<file path="src/rtl/scan_cfg_sel_pkg.sv">
package scan_cfg_sel_pkg;
  localparam int unsigned NUM_CFG  = 4;
  localparam int unsigned MAX_PINS = 7;
  localparam int unsigned CFG_W    = 2;

  typedef enum logic [1:0] {
    OBJ_PINS  = 2'd0,
    OBJ_TRAN  = 2'd1,
    OBJ_PROD  = 2'd2,
    OBJ_PROD2 = 2'd3
  } obj_e;

  function automatic int unsigned cfg_modulus(input int unsigned k);
    case (k)
      0:       return 2;
      1:       return 3;
      2:       return 5;
      default: return 7;
    endcase
  endfunction
endpackage

</file>
<file path="src/rtl/scan_cfg_eval.sv">
module scan_cfg_eval
  import scan_cfg_sel_pkg::*;
#(
  parameter int unsigned N_CHAINS = 14,
  parameter int unsigned MODULUS  = 2,
  parameter int unsigned CNT_W    = 4
) (
  input  logic [N_CHAINS-1:0] care_i,
  input  logic [N_CHAINS-1:0] value_i,
  input  logic [N_CHAINS-1:0] prev_slice_i,
  input  logic [MAX_PINS-1:0] prev_pins_i,
  output logic                ok_o,
  output logic [MAX_PINS-1:0] pins_o,
  output logic [N_CHAINS-1:0] fill_o,
  output logic [CNT_W-1:0]    tran_o
);
  logic [MODULUS-1:0]  has1, has0;
  logic [N_CHAINS-1:0] diff;

  always_comb begin
    has1 = '0;
    has0 = '0;
    for (int c = 0; c < N_CHAINS; c++) begin
      if (care_i[c]) begin
        if (value_i[c]) has1[c % MODULUS] = 1'b1;
        else            has0[c % MODULUS] = 1'b1;
      end
    end
    ok_o = ~|(has1 & has0);
    // unused and care-free pins repeat their last value
    pins_o = prev_pins_i;
    for (int p = 0; p < MODULUS; p++) begin
      if (has1[p] | has0[p]) pins_o[p] = has1[p];
    end
    for (int c = 0; c < N_CHAINS; c++) fill_o[c] = pins_o[c % MODULUS];
    diff   = fill_o ^ prev_slice_i;
    tran_o = '0;
    for (int c = 0; c < N_CHAINS; c++) tran_o = tran_o + CNT_W'(diff[c]);
  end
endmodule

</file>
<file path="src/rtl/scan_cfg_pick.sv">
module scan_cfg_pick
  import scan_cfg_sel_pkg::*;
#(
  parameter int unsigned CNT_W = 4,
  localparam int unsigned COST_W = CNT_W + 3
) (
  input  logic [NUM_CFG-1:0] ok_i,
  input  logic [CNT_W-1:0]   tran_i [NUM_CFG],
  input  logic [1:0]         obj_i,
  output logic               any_o,
  output logic [CFG_W-1:0]   win_o
);
  logic [COST_W-1:0]   prim [NUM_CFG];
  logic [COST_W-1:0]   sec  [NUM_CFG];
  logic [2*COST_W-1:0] best;

  always_comb begin
    for (int k = 0; k < NUM_CFG; k++) begin
      logic [COST_W-1:0] nb, nt;
      nb = COST_W'(cfg_modulus(k));
      nt = COST_W'(tran_i[k]);
      unique case (obj_e'(obj_i))
        OBJ_PINS: begin prim[k] = nb;      sec[k] = nt; end
        OBJ_TRAN: begin prim[k] = nt;      sec[k] = nb; end
        default:  begin prim[k] = nt * nb; sec[k] = nt; end
      endcase
    end
    any_o = 1'b0;
    win_o = '0;
    best  = '1;
    // strict compare: remaining ties keep the lower code
    for (int k = 0; k < NUM_CFG; k++) begin
      if (ok_i[k] && (!any_o || {prim[k], sec[k]} < best)) begin
        any_o = 1'b1;
        win_o = CFG_W'(k);
        best  = {prim[k], sec[k]};
      end
    end
  end
endmodule

</file>
<file path="src/rtl/scan_cfg_selector.sv">
module scan_cfg_selector
  import scan_cfg_sel_pkg::*;
#(
  parameter int unsigned N_CHAINS = 14
) (
  input  logic                clk_i,
  input  logic                rst_ni,
  input  logic                valid_i,
  output logic                ready_o,
  input  logic [N_CHAINS-1:0] care_i,
  input  logic [N_CHAINS-1:0] value_i,
  input  logic [1:0]          obj_i,
  output logic                out_valid_o,
  input  logic                out_ready_i,
  output logic                serial_o,
  output logic [CFG_W-1:0]    cfg_o,
  output logic [MAX_PINS-1:0] pins_o,
  output logic [N_CHAINS-1:0] slice_o
);
  localparam int unsigned CNT_W = $clog2(N_CHAINS + 1);

  logic [NUM_CFG-1:0]  ok_c;
  logic [MAX_PINS-1:0] pins_c [NUM_CFG];
  logic [N_CHAINS-1:0] fill_c [NUM_CFG];
  logic [CNT_W-1:0]    tran_c [NUM_CFG];
  logic                any_ok;
  logic [CFG_W-1:0]    win;
  logic [N_CHAINS-1:0] serial_fill;
  logic                fire;

  logic                out_valid_q, serial_q;
  logic [CFG_W-1:0]    cfg_q;
  logic [MAX_PINS-1:0] pins_q;
  logic [N_CHAINS-1:0] slice_q;

  for (genvar k = 0; k < NUM_CFG; k++) begin : g_cfg
    scan_cfg_eval #(
      .N_CHAINS(N_CHAINS),
      .MODULUS (cfg_modulus(k)),
      .CNT_W   (CNT_W)
    ) u_eval (
      .care_i      (care_i),
      .value_i     (value_i),
      .prev_slice_i(slice_q),
      .prev_pins_i (pins_q),
      .ok_o        (ok_c[k]),
      .pins_o      (pins_c[k]),
      .fill_o      (fill_c[k]),
      .tran_o      (tran_c[k])
    );
  end

  scan_cfg_pick #(.CNT_W(CNT_W)) u_pick (
    .ok_i  (ok_c),
    .tran_i(tran_c),
    .obj_i (obj_i),
    .any_o (any_ok),
    .win_o (win)
  );

  assign serial_fill = (care_i & value_i) | (~care_i & slice_q);
  assign ready_o     = !out_valid_q || out_ready_i;
  assign fire        = valid_i && ready_o;

  always_ff @(posedge clk_i or negedge rst_ni) begin
    if (!rst_ni) begin
      out_valid_q <= 1'b0;
      serial_q    <= 1'b0;
      cfg_q       <= '0;
      pins_q      <= '0;
      slice_q     <= '0;
    end else if (fire) begin
      out_valid_q <= 1'b1;
      serial_q    <= !any_ok;
      cfg_q       <= any_ok ? win : '0;
      pins_q      <= any_ok ? pins_c[win] : pins_q;
      slice_q     <= any_ok ? fill_c[win] : serial_fill;
    end else if (out_ready_i) begin
      out_valid_q <= 1'b0;
    end
  end

  assign out_valid_o = out_valid_q;
  assign serial_o    = serial_q;
  assign cfg_o       = cfg_q;
  assign pins_o      = pins_q;
  assign slice_o     = slice_q;
endmodule

</file>
<file path="config.mk">
export PLATFORM = sky130hd
export DESIGN_NAME = scan_cfg_selector
export DESIGN_NICKNAME = d
export VERILOG_FILES = /design/src/rtl/scan_cfg_sel_pkg.sv /design/src/rtl/scan_cfg_eval.sv /design/src/rtl/scan_cfg_pick.sv /design/src/rtl/scan_cfg_selector.sv
export SDC_FILE = /design/constraint.sdc
export NUM_CORES = 1
export LEC_CHECK = 0
export ABC_AREA = 1
export CORE_MARGIN = 2
export CORE_UTILIZATION = 25
export DETAILED_ROUTE_END_ITERATION = 8
export PLACE_DENSITY = 0.51
export SYNTH_ARGS = -nofsm -noshare
export SYNTH_HDL_FRONTEND = slang
export SYNTH_SLANG_ARGS = --single-unit
export TNS_END_PERCENT = 100
</file>
<file path="constraint.sdc">
create_clock -name clk_i -period 27.4 [get_ports clk_i]
set_clock_uncertainty 0.05 [all_clocks]
set_input_delay 5.48 -clock clk_i [delete_from_list [all_inputs] [get_ports clk_i]]
set_output_delay 5.48 -clock clk_i [all_outputs]
set_load 0.005 [all_outputs]
</file>
* Word-level counts from Yosys, hierarchy flattened
Index checks and enable logic that the tools add are counted.
** Storage, ports and cells
- Register bits :: 25
- Bits of input ports :: 34
- Word-level logic and storage cells :: 346
- Output and inout bits :: 26
** Operators by class
- Eq/ne operators :: 1
- Order comparisons :: 4
- $add $sub $neg :: 52
- Reduce and logical (&&, ||, !) cells :: 22
- Bitwise gates (word level) :: 30
- Muxes and demuxes :: 229
- $mul :: 3
** Operators with widths (count)
- $mux W1 :: 208
- $add A4 B1 Y4 :: 48
- $mux W14 :: 6
- $xor A14 B14 Y14 :: 4
- $lt A14 B14 Y1 :: 3
- $pmux W7 S2 :: 3
- $and A14 B14 Y14 :: 2
- $bmux W14 S2 :: 1
- $or A1 B1 Y1 :: 17
- $mux W4 :: 4
- $bmux W7 S2 :: 1
- $mul A4 B3 Y7 const B :: 2
- $mux W7 :: 2
- $not A14 Y14 :: 1
- $or A14 B14 Y14 :: 1
- $pmux W5 S2 :: 1
- $add A1 B1 Y2 :: 4
- $and A7 B7 Y7 :: 1
- $logic_not A1 Y1 :: 7
- $reduce_or A7 Y1 :: 1
- $mul A4 B2 Y6 const B :: 1
- $mux W2 :: 3
- $and A5 B5 Y5 :: 1
- $reduce_or A5 Y1 :: 1
- other kinds (12) :: 18

* Longest topological paths before layout
- Word-level depth :: 49
- Gate-level depth with buffers :: 67

* Hierarchy
Synthesis repeated with hierarchy kept, for this count alone.
** Second synthesis, totals
- Cells, all modules :: 1326
- Area total of the unflattened synthesis :: 7972.6 um^2
** By module, submodules not included
- scan_cfg_selector :: seq. area each 625.6 um^2, instances 1, area each 2202.1 um^2, cells an instance 369
- scan_cfg_pick :: seq. area each 0.0 um^2, instances 1, area each 1695.4 um^2, cells an instance 268
- scan_cfg_eval at g_cfg[1].u_eval :: seq. area each 0.0 um^2, instances 1, area each 1101.1 um^2, cells an instance 182
- scan_cfg_eval at g_cfg[0].u_eval :: seq. area each 0.0 um^2, instances 1, area each 1018.5 um^2, cells an instance 168
- scan_cfg_eval at g_cfg[2].u_eval :: seq. area each 0.0 um^2, instances 1, area each 996.0 um^2, cells an instance 173
- scan_cfg_eval at g_cfg[3].u_eval :: seq. area each 0.0 um^2, instances 1, area each 959.7 um^2, cells an instance 166

* Least setup slack after synthesis
Ideal clock, no wire load.
- Path kind :: input-to-reg
- From :: in value_i[0]
- To :: reg pins_q[1], in the netlist pins_o[1]
- Buffers on the path :: 4
- Setup slack :: 12.217 ns
- Stages :: 61
- Arrival time :: 15.049 ns
- Cells stage by stage :: inv_1 nand2_1 inv_1 nor4_1 nand2_1 nand2_1 xor2_1 ha_1 fa_1 fa_1 inv_1 fa_1 fa_1 fa_1 fa_1 xnor2_2 ha_1 inv_1 (+25 left out) nand2_1 o21ai_0 ha_1 nand2_1 inv_1 a221oi_1 o221a_2 nand2_1 nand2_2 nand2_4 nand2_4 buf_6 nand2_2 o21ai_2 nand2_1 nand2_1 nand2_1 o21ai_0
** On the way
- Longest elaborated chain between the ends :: 48
** RTL lines
- from (decl) :: line scan_cfg_selector.sv:11 : input logic [N_CHAINS-1:0] value_i,
- branches (longest 48 deep; another with $mux W1)
- to (signal assigned) :: line scan_cfg_selector.sv:76 : pins_q <= any_ok ? pins_c[win] : pins_q;
- to (decl) :: line scan_cfg_selector.sv:33 : logic [MAX_PINS-1:0] pins_q;
Several ways; the timed one is not identified. The select of a mux whose other input is x is not followed.
A chain may end at the register's enable or synchronous reset.

==> results.json <==
{
  "postRouteAntennaNets": 0,
  "finalMaxSlewViolations": 0,
  "grt_use_total_pct": 15.7,
  "layout.nets": 992,
  "timing.max_slew.rel_slack_pct": 29.3,
  "max_stage_delay_ns": 0.55,
  "rsz_0062_raised_after_global_routing": "false",
  "placementRows": 54,
  "seq_area_frac_synth_pct": 11.3,
  "worst-slew-pin-transition_ns": 1.06,
  "cts-root-buf": "sky130_fd_sc_hd__clkbuf_16",
  "post_synth_instance_area_mm2": 0.00552,
  "synth.avg_cell_area_um2": 6.85,
  "finalCritPeriodShare_pct": 61.9,
  "hpwl_dp_um": 15900,
  "grt_remaining_overflow": 0,
  "cts.hold.buffers_added": 0,
  "areaGrowthSynthToFinish_pct": 17.4,
  "io-pin-count": 60,
  "critical_path_buffers_and_inverters": 7,
  "cp_data_required_time_ns": 27.45,
  "final_period_minus_worst_setup_slack_ns": 16.97,
  "r2r_cells": 50,
  "synthCells": 805,
  "post_cts_resize_count": 0,
  "critPathLaunchType": "primary input",
  "critical_path.reg2reg.startpoint": "pins_o[0]",
  "routed_wire_length_per_instance_um": 16.3,
  "number_of_flops_mapped_to_enable_cells_by_yosys": 0,
  "final_hold_viol_count": 0,
  "clock_path_buffers": 2,
  "clk_transition_reported_paths_ns": 0.07,
  "filler_cell_count": 2439,
  "cts_inserted_buffers": 3,
  "worstSetupPathType": "in2reg",
  "run_status": "completed",
  "min_from": "cfg_o[1]",
  "tritoncts": "built",
  "clock_insertion_delay_worst_skew_ns": 0.27,
  "post_synth_num_cell_types": 47,
  "drt_iter0_drc": 365,
  "mostFrequentLayoutCell": "sky130_fd_sc_hd__nand2_1",
  "placeableCoreArea_mm2": 0.0218,
  "timing.critical_path.arrival_ns": 17.01,
  "regToRegSetupSlack_ns": 16.33,
  "worst_hold_path.endpoint": "cfg_o[1]",
  "drt_first_pass_iters": 6,
  "gp_congestion": 0.979,
  "hold_path_class": "reg2reg",
  "crit_fanout": 23,
  "synth-async-reset-ratio_pct": 100,
  "start_util_pct": 25.4,
  "slowest_stage": "sky130_fd_sc_hd__fa_1",
  "yosys_most_used_dff": "sky130_fd_sc_hd__dfrtp_1",
  "grt_antenna_before_repair": 0,
  "hold_depth": 2,
  "routed_wirelength_um": 18500,
  "setup-tns-final_ns": 0,
  "worst_path_dominant_cell_family": "adder cells",
  "cts_post_setup_buffers_inserted": 0,
  "number_of_global_route_vias_before_repair": 5515,
  "synth_fp_nets": 942,
  "max_freq_ghz": 0.0589,
  "final_layout_size_suffix_gt1_share_pct": 4.92,
  "io_buffers": 59,
  "most_used_cells_in_the_layout_excluding_fill_and_tap_cells": "sky130_fd_sc_hd__nand2_1, sky130_fd_sc_hd__inv_1, sky130_fd_sc_hd__ha_1, sky130_fd_sc_hd__clkdlybuf4s50_1, sky130_fd_sc_hd__nor2_1",
  "ys_ff_latch": 25,
  "grt_first_pass_wirelength_um": 29600,
  "diodes": 0,
  "setup_viol": 0,
  "drc_viols": 0,
  "fp.dieH_um": 153,
  "vias_per_cell": 4.81,
  "ctsHtreeMaxLevel": 1,
  "critPathCaptureType": "flip-flop",
  "fp.dieArea_mm2": 0.0233,
  "grt_max_degree": 29,
  "critical_path.most_common_cell": "sky130_fd_sc_hd__nand2_1",
  "cap_viol_max_count": 0,
  "synth.yosys.warnings": 0,
  "vias_post_dr": 5456,
  "cts.sinks": 25,
  "chipWidth_um": 153
}
[cells by family (layout without fill, tap and decap cells)]
logic type,count (synthesis),count (layout),synth area share [%]
compound gates,136,136,14.6
xor+xnor,61,61,9.82
simple gates,338,338,25.4
mux,2,2,0.408
buf+inv,140,189,10.2
fa+ha+maj,103,103,28.3
flops,25,25,11.3
[metal layers]
layer  global-route usage [%]  routed length, um
met1                     21.0               8550
met2                     27.0               8670
met3                     1.34                734
met4                     5.03                582
met5                        0                  0
[stage by stage]
stage | hold WS [ns] | std cells | utilization (%) | setup slack [ns] | instance area (um2)
final | 0.458 | 1134 | 29.8 | 10.43 | 6470
after global routing | 0.509 | 1134 | 29.8 | 9.57 | 6470
after CTS | 0.461 | 1134 | 29.8 | 10.51 | 6470
after detailed placement | 0.433 | 1130 | 29.4 | 10.25 | 6390
after global placement | 0.432 | 1130 | 29.4 | 10.45 | 6390
after floorplan | 0.424 | 805 | - | 12.22 | 5520
[tightest hold or removal path: cells and delay by family, from the launching register on]
| family | cells | cell delay (ns) |
|---|---|---|
| flip-flops | 1 | 0.36 |
| AND/OR/NAND/NOR | 2 | 0.12 |
[Yosys cell counts, types with 7 or more instances]
cell type	count	area, um2
sky130_fd_sc_hd__nand3_1	20	100
sky130_fd_sc_hd__nand2_2	11	68.8
sky130_fd_sc_hd__dfrtp_1	25	626
sky130_fd_sc_hd__xor2_1	53	464
sky130_fd_sc_hd__nand2_1	222	833
sky130_fd_sc_hd__o31ai_1	7	52.6
sky130_fd_sc_hd__xnor2_1	7	61.3
sky130_fd_sc_hd__ha_1	67	838
sky130_fd_sc_hd__o22ai_1	7	43.8
sky130_fd_sc_hd__nor2_1	56	210
sky130_fd_sc_hd__inv_1	116	435
sky130_fd_sc_hd__nand4_1	8	50.1
sky130_fd_sc_hd__fa_1	36	721
sky130_fd_sc_hd__nor3_1	7	35.0
sky130_fd_sc_hd__a21oi_1	44	220
sky130_fd_sc_hd__o21ai_0	46	230
[worst max-delay path by stage]
| stage | startpoint | endpoint | slack [ns] | cells past startpoint |
|---|---|---|---|---|
| 2_1_floorplan | value_i[0] | pins_o[1] | 12.22 | 61 |
| 3_3_place_gp | value_i[0] | flip-flop | 10.45 | 55 |
| 3_5_place_dp | value_i[0] | flip-flop | 10.25 | 55 |
| 4_1_cts | value_i[0] | flip-flop | 10.51 | 55 |
| 5_1_grt | value_i[0] | flip-flop | 9.57 | 58 |
| 6_report | care_i[0] | flip-flop | 10.43 | 54 |
[cell type report]
cell class | instances | area, um2 | area share [%]
Clock buffer | 3 | 75.1 | 1.16
Clock inverter | 1 | 7.51 | 0.116
Inverter | 120 | 450 | 6.96
Multi-Input combinational cell | 640 | 4330 | 66.9
Sequential cell | 25 | 626 | 9.66
Tap cell | 280 | 350 | 5.41
Timing Repair Buffer | 65 | 636 | 9.82
Power is left out: the tool's default activity adds up to more than one toggle a clock period on the data nets, which glitch-free logic cannot reach.
